**config.mk**
```make
export PLATFORM = sky130hd
export DESIGN_NAME = tmr_dual
export DESIGN_NICKNAME = d
export VERILOG_FILES = /design/src/rtl/tmr_pkg.sv /design/src/rtl/tmr_prescale.sv /design/src/rtl/tmr_pins.sv /design/src/rtl/tmr_chan.sv /design/src/rtl/tmr_dual.sv
export SDC_FILE = /design/constraint.sdc
export NUM_CORES = 1
export LEC_CHECK = 0
export BUFFER_PORTS_ARGS = -buffer_cell sky130_fd_sc_hd__buf_2
export CAP_MARGIN = 20
export CORE_UTILIZATION = 25
export DETAILED_ROUTE_END_ITERATION = 7
export PLACE_DENSITY = 0.41
export SYNTH_ARGS = -nofsm -noshare
export SYNTH_HDL_FRONTEND = slang
export SYNTH_SLANG_ARGS = --single-unit
```
**constraint.sdc**
```tcl
create_clock -name clk -period 3.4 [get_ports clk]
set_input_delay 0.51 -clock clk [delete_from_list [all_inputs] [get_ports clk]]
set_output_delay 0.51 -clock clk [all_outputs]
set_load 0.005 [all_outputs]
```
**src/rtl/tmr_pkg.sv**
```systemverilog
`timescale 1ns/1ps
package tmr_pkg;
  typedef enum logic [1:0] {
    MD_13     = 2'b00,
    MD_16     = 2'b01,
    MD_RELOAD = 2'b10,
    MD_SPLIT  = 2'b11
  } tmr_mode_e;

  // per-channel nibble of the mode byte
  typedef struct packed {
    logic      gate;
    logic      ext;
    tmr_mode_e mode;
  } chan_cfg_t;
endpackage

```
**src/rtl/tmr_prescale.sv**
```systemverilog
`timescale 1ns/1ps
module tmr_prescale #(
  parameter int DIV = 12
) (
  input  logic clk,
  input  logic rst_n,
  output logic tick
);
  localparam int CW = $clog2(DIV);
  logic [CW-1:0] cnt_q;

  assign tick = (cnt_q == CW'(DIV - 1));

  always_ff @(posedge clk) begin
    if (!rst_n)    cnt_q <= '0;
    else if (tick) cnt_q <= '0;
    else           cnt_q <= cnt_q + 1'b1;
  end
endmodule

```
**src/rtl/tmr_pins.sv**
```systemverilog
`timescale 1ns/1ps
module tmr_pins #(
  parameter int STAGES = 2
) (
  input  logic clk,
  input  logic rst_n,
  input  logic tick,
  input  logic cnt_raw,
  input  logic gate_raw,
  output logic fall,
  output logic gate_lvl
);
  logic [STAGES-1:0] cnt_sh, gate_sh;
  logic              smp_q;
  logic              cnt_s;

  assign cnt_s    = cnt_sh[STAGES-1];
  assign gate_lvl = gate_sh[STAGES-1];
  assign fall     = tick & smp_q & ~cnt_s;

  always_ff @(posedge clk) begin
    if (!rst_n) begin
      cnt_sh  <= '0;
      gate_sh <= '0;
      smp_q   <= 1'b0;
    end else begin
      cnt_sh  <= {cnt_sh[STAGES-2:0], cnt_raw};
      gate_sh <= {gate_sh[STAGES-2:0], gate_raw};
      if (tick) smp_q <= cnt_s;
    end
  end
endmodule

```
**src/rtl/tmr_chan.sv**
```systemverilog
`timescale 1ns/1ps
module tmr_chan
  import tmr_pkg::*;
#(
  parameter int W     = 8,
  parameter int LOW13 = 5,
  parameter bit SPLIT = 1'b0
) (
  input  logic         clk,
  input  logic         rst_n,
  input  tmr_mode_e    mode,
  input  logic         step,
  input  logic         step_hi,
  input  logic         wr_lo,
  input  logic         wr_hi,
  input  logic [W-1:0] wr_data,
  output logic [W-1:0] lo,
  output logic [W-1:0] hi,
  output logic         wrap,
  output logic         wrap_hi
);
  logic [W-1:0] lo_n, hi_n;

  always_comb begin
    lo_n    = lo;
    hi_n    = hi;
    wrap    = 1'b0;
    wrap_hi = 1'b0;
    if (step) begin
      unique case (mode)
        MD_13: begin
          if (&lo[LOW13-1:0]) begin
            lo_n = '0;
            hi_n = hi + 1'b1;
            wrap = &hi;
          end else begin
            lo_n = W'(lo[LOW13-1:0]) + 1'b1;
          end
        end
        MD_16: begin
          {hi_n, lo_n} = {hi, lo} + 1'b1;
          wrap         = &{hi, lo};
        end
        MD_RELOAD: begin
          if (&lo) begin
            lo_n = hi;
            wrap = 1'b1;
          end else begin
            lo_n = lo + 1'b1;
          end
        end
        MD_SPLIT: begin
          if (SPLIT) begin
            lo_n = lo + 1'b1;
            wrap = &lo;
          end
        end
        default: ;
      endcase
    end
    if (SPLIT && mode == MD_SPLIT && step_hi) begin
      hi_n    = hi + 1'b1;
      wrap_hi = &hi;
    end
    // a software write owns the register on its edge
    if (wr_lo) lo_n = (mode == MD_13) ? W'(wr_data[LOW13-1:0]) : wr_data;
    if (wr_hi) hi_n = wr_data;
  end

  always_ff @(posedge clk) begin
    if (!rst_n) begin
      lo <= '0;
      hi <= '0;
    end else begin
      lo <= lo_n;
      hi <= hi_n;
    end
  end
endmodule

```
**src/rtl/tmr_dual.sv**
```systemverilog
`timescale 1ns/1ps
module tmr_dual
  import tmr_pkg::*;
#(
  parameter int W     = 8,
  parameter int AW    = 3,
  parameter int DIV   = 12,
  parameter int SYNC  = 2,
  parameter int LOW13 = 5
) (
  input  logic          clk,
  input  logic          rst_n,
  input  logic          wr_en,
  input  logic [AW-1:0] addr,
  input  logic [W-1:0]  wr_data,
  output logic [W-1:0]  rd_data,
  input  logic [1:0]    cnt_in,
  input  logic [1:0]    gate_in,
  output logic [1:0]    ovf_flag
);
  localparam int NCH = 2;
  localparam logic [AW-1:0] A_MODE = AW'(0);
  localparam logic [AW-1:0] A_CTRL = AW'(1);
  localparam logic [AW-1:0] A_LO0  = AW'(2);

  logic [W-1:0]   mode_q;
  logic [NCH-1:0] run_q, flag_q;
  logic           tick;
  logic [NCH-1:0] fall, gate_lvl, step, wrap, wrap_hi, set_flag;
  logic [W-1:0]   cnt_lo [NCH];
  logic [W-1:0]   cnt_hi [NCH];
  chan_cfg_t      cfg    [NCH];
  logic           wr_ctrl, split0;

  tmr_prescale #(.DIV(DIV)) u_pre (.clk(clk), .rst_n(rst_n), .tick(tick));

  assign wr_ctrl = wr_en && (addr == A_CTRL);
  assign split0  = (cfg[0].mode == MD_SPLIT);

  for (genvar c = 0; c < NCH; c++) begin : g_ch
    assign cfg[c] = chan_cfg_t'(mode_q[4*c +: 4]);

    tmr_pins #(.STAGES(SYNC)) u_pins (
      .clk(clk), .rst_n(rst_n), .tick(tick),
      .cnt_raw(cnt_in[c]), .gate_raw(gate_in[c]),
      .fall(fall[c]), .gate_lvl(gate_lvl[c])
    );

    assign step[c] = run_q[c] && (!cfg[c].gate || gate_lvl[c])
                     && (cfg[c].ext ? fall[c] : tick);

    tmr_chan #(.W(W), .LOW13(LOW13), .SPLIT(c == 0)) u_chan (
      .clk(clk), .rst_n(rst_n), .mode(cfg[c].mode), .step(step[c]),
      .step_hi((c == 0) ? (run_q[1] && tick) : 1'b0),
      .wr_lo(wr_en && addr == A_LO0 + AW'(2*c)),
      .wr_hi(wr_en && addr == A_LO0 + AW'(2*c + 1)),
      .wr_data(wr_data), .lo(cnt_lo[c]), .hi(cnt_hi[c]),
      .wrap(wrap[c]), .wrap_hi(wrap_hi[c])
    );
  end

  // flag 1 belongs to channel 0's upper half while channel 0 is split
  assign set_flag[0] = wrap[0];
  assign set_flag[1] = split0 ? wrap_hi[0] : (wrap[1] | wrap_hi[1]);

  always_ff @(posedge clk) begin
    if (!rst_n) begin
      mode_q <= '0;
      run_q  <= '0;
      flag_q <= '0;
    end else begin
      if (wr_en && addr == A_MODE) mode_q <= wr_data;
      for (int c = 0; c < NCH; c++) begin
        if (wr_ctrl) run_q[c] <= wr_data[4 + 2*c];
        flag_q[c] <= (wr_ctrl ? wr_data[5 + 2*c] : flag_q[c]) | set_flag[c];
      end
    end
  end

  always_comb begin
    rd_data = '0;
    case (addr)
      AW'(0): rd_data = mode_q;
      AW'(1): rd_data = {flag_q[1], run_q[1], flag_q[0], run_q[0], 4'b0000};
      AW'(2): rd_data = cnt_lo[0];
      AW'(3): rd_data = cnt_hi[0];
      AW'(4): rd_data = cnt_lo[1];
      AW'(5): rd_data = cnt_hi[1];
      default: rd_data = '0;
    endcase
  end

  assign ovf_flag = flag_q;
endmodule

```
==> reports/results.ini <==
[critical_path]
r2r-start = g_ch[1].u_chan.lo[0]$_SDFFE_PN0P_
cp-endpoint = g_ch[1].u_chan.hi[7]$_SDFFE_PN0P_
cp_cell_sequence = ha_1 > and3_1 > ha_1 > nand2_1 > o21ai_1 > o2111ai_2 > or3_1 > a31oi_1
critical_path_required_ns = 3.67
setup.worst_path.class = register to register
cp_max_fo = 8
cpPeakStageDelay_ns = 0.47
slowest_stage = dfxtp_1
startpoint_type = register
reg2reg_to = g_ch[1].u_chan.hi[7]$_SDFFE_PN0P_
worst_setup_path_end_kind = register
startpoint = g_ch[1].u_chan.lo[0]$_SDFFE_PN0P_
cp_common_cell = ha_1
r2r_setup_slack_ns = 0.85
critPathArrivalTime_ns = 2.82
r2r_cells = 8

[final_layout]
fillCellCount = 1606
final-instance-count-excl-fill = 698
nets = 538
drive_gt1_frac = 0.1031
areaGrowthSynthToFinish_pct = 15.94
antennaDiodeCount = 0
multiInputGateArea_um2 = 2465
layout.area.seq_um2 = 1161

[timing]
skew_ns = 0.008230
fin_crit_ns = 2.555
worstMarginPinSlew_ns = 0.9115
period_share = 0.7515
drv_slew = 0
fmax_mhz = 391.4
maxSlewHeadroom = 0.3916
hold_viol = 0
setup-tns-final_ns = 0
grt_setup_unrepaired = false
setup_viol = 0
whs_ns = 0.3811

[place]
gp_congestion = 0.8750
dp.final_hpwl_um = 9984
dp.cells = 682
port-buffer-count = 27

[clock_tree]
clkSinkCount = 58
numCtsBuffers = 9
cts_setup_buffers = 0
clockBufferDepth = 2
cts_resized = 0
root_buffer = clkbuf_16
path_clk_slew_ns = 0.06
cts_tree = yes
cts_hold_buf = 0
clk_latency_ns = 0.34
cts_max_level = 3

[yosys]
synth_area_um2 = 3800
synth_edf_count = 0
synth-warning-count = 0
synthArstFlopShare = 0
yosysSeqAreaShare = 0.3056
synth_ff_type = dfxtp_1
syn_inst = 498
ys_ff_latch = 58
synth_nets = 527
ys_types = 61
avgSynthCellArea_um2 = 7.630

[global_routing]
first_global_vias = 3597
overflow = 0
grt_max_degree = 40
groute.usage.overall = 0.1814
grt_first_pass_wirelength_um = 21220
antenna_found_initial = 0

[floorplan]
io_pins = 28
dieHeight_um = 125.3
coreArea_um2 = 14700
floorplan.initialDensity = 0.2585
dieArea_um2 = 15700
die_w_um = 125.3
rows = 44

[worst_hold_path]
min_path_type = input port to register

[status]
status = complete, no violations

[drt]
vias_per_cell = 5.580
wl_um = 13770
ant_nets = 0
dr.pass1.iters = 5
drc_errors = 0
num_vias = 3895
drtIter0Drc = 308
detail_route.wl_per_cell_um = 19.72

[power]
irDropWorstVdd_mv = 0.2758
powerDensity_nw_per_um2 = 430.0
power.total_w = 0.001895
p_leak_nw = 1.584

[job]
drv_cap = 0

[final cells by class]
type | instances | area share
repair buffers | 31 | 0.03749
flip-flops and latches | 58 | 0.2636
multi-input cells | 394 | 0.5595
well taps | 184 | 0.05226
clock inverters | 7 | 0.02329
inverters | 15 | 0.01278
clock buffers | 9 | 0.05112
[per-stage QoR]
stage                 util  worst slack (ns)  cell area (um2)
global route        0.2997            0.6635             4405
finish              0.2997            0.8450             4405
floorplan                -             1.156             3800
global placement    0.2774             1.000             4078
detailed placement  0.2774            0.8874             4078
CTS                 0.2997            0.8725             4405
[Yosys cell counts, types with 3 or more instances]
library cell  instances  area [um2]
a31oi_1              14       87.58
buf_2                 5       25.02
and2_1               10       62.56
nand4_1               9       56.30
xnor2_1               5       43.79
and4_1                8       70.07
o21ai_1               7       35.03
nand2b_1              8       50.05
nor2b_1               9       56.30
and3_1               12       75.07
a21oi_1              49       245.2
ha_1                 11       137.6
inv_1                14       52.55
nor2_1               46       172.7
clkbuf_1             26       97.59
nand2_1              46       172.7
a21boi_0              3       22.52
o21ai_0              27       135.1
xor2_1                5       43.79
a41oi_1               3       26.28
a211oi_1              8       60.06
o22ai_1               8       50.05
a221oi_1              9       78.83
nand3_1              18       90.09
mux2i_1              15       150.1
o31ai_1               7       52.55
dfxtp_1              58        1161
or3_1                 6       37.54
o31a_1                4       35.03
nor3_1                9       45.04
[power breakdown]
group | internal, W | total, W | switching, W
Sequential | 0.000701 | 0.000733 | 0.0000317
Clock | 0.000647 | 0.00101 | 0.000359
Combinational | 0.0000565 | 0.000155 | 0.0000986
[state kept, by name, indices dropped and copies added, names as in the netlist]
signal	count
g_ch.u_pins.cnt_sh	4
g_ch.u_pins.gate_sh	4
g_ch.u_pins.smp_q	2
ovf_flag	2
mode_q	8
run_q	2
g_ch.u_chan.lo	16
g_ch.u_chan.hi	16
u_pre.cnt_q	4
[logic make-up after synthesis]
family | count (synthesis) | synth area share
multiplexers | 15 | 0.03951
buffers and inverters | 46 | 0.04708
adder cells (fa/ha/maj) | 11 | 0.03622
flip-flops | 58 | 0.3056
AO/OA/AOI/OAI | 163 | 0.2809
XOR/XNOR | 10 | 0.02305
AND/OR/NAND/NOR | 195 | 0.2677
[cells in the final DEF, fill, tap and decap left out, drive strengths merged, types with 3 or more instances in the layout]
master	count
buf	31
mux2i	15
or3	6
o31ai	7
o21ai	34
nand3	18
and3	12
dfxtp	58
a41oi	3
clkinv	4
xor2	5
ha	11
nand2	46
a21oi	49
o22ai	8
nand4	9
a21boi	4
xnor2	5
nor2b	9
nor3	9
nor2	46
and2	10
o31a	4
clkbuf	9
nand3b	3
a221oi	9
nand2b	8
inv	15
a31oi	14
and4	8
a211oi	8
[critical path: cells and delay by family (launching register included)]
family          cells  cell delay, ns
compound gates      3            0.72
fa+ha+maj           2            0.58
flops               1            0.47
simple gates        3            0.71
[worst min path at each step]
| stage | from | end | cells past startpoint |
|---|---|---|---|
| 2_1_floorplan | g_ch[0].u_pins.cnt_sh[0]$_SDFF_PN0_ | g_ch[0].u_pins.cnt_sh[1]$_SDFF_PN0_ | 1 |
| 3_3_place_gp | g_ch[0].u_pins.gate_sh[0]$_SDFF_PN0_ | g_ch[0].u_pins.gate_sh[1]$_SDFF_PN0_ | 1 |
| 3_5_place_dp | g_ch[0].u_pins.cnt_sh[0]$_SDFF_PN0_ | g_ch[0].u_pins.cnt_sh[1]$_SDFF_PN0_ | 1 |
| 4_1_cts | cnt_in[1] | g_ch[1].u_pins.cnt_sh[0]$_SDFF_PN0_ | 2 |
| 5_1_grt | cnt_in[1] | g_ch[1].u_pins.cnt_sh[0]$_SDFF_PN0_ | 2 |
| 6_report | cnt_in[1] | g_ch[1].u_pins.cnt_sh[0]$_SDFF_PN0_ | 2 |
[routing by layer]
metal | up-vias | share of wire | routed length, um | track usage
met3 | 30 | 0.061 | 838 | 0.04365
met5 | - | 0 | 0 | 0
met2 | 121 | 0.43 | 5968 | 0.2721
met1 | 1856 | 0.47 | 6525 | 0.2436
li1 | 1888 | - | - | -
met4 | 0 | 0.032 | 434 | 0.08537
No activity file was read; power rests on OpenSTA's default activity.
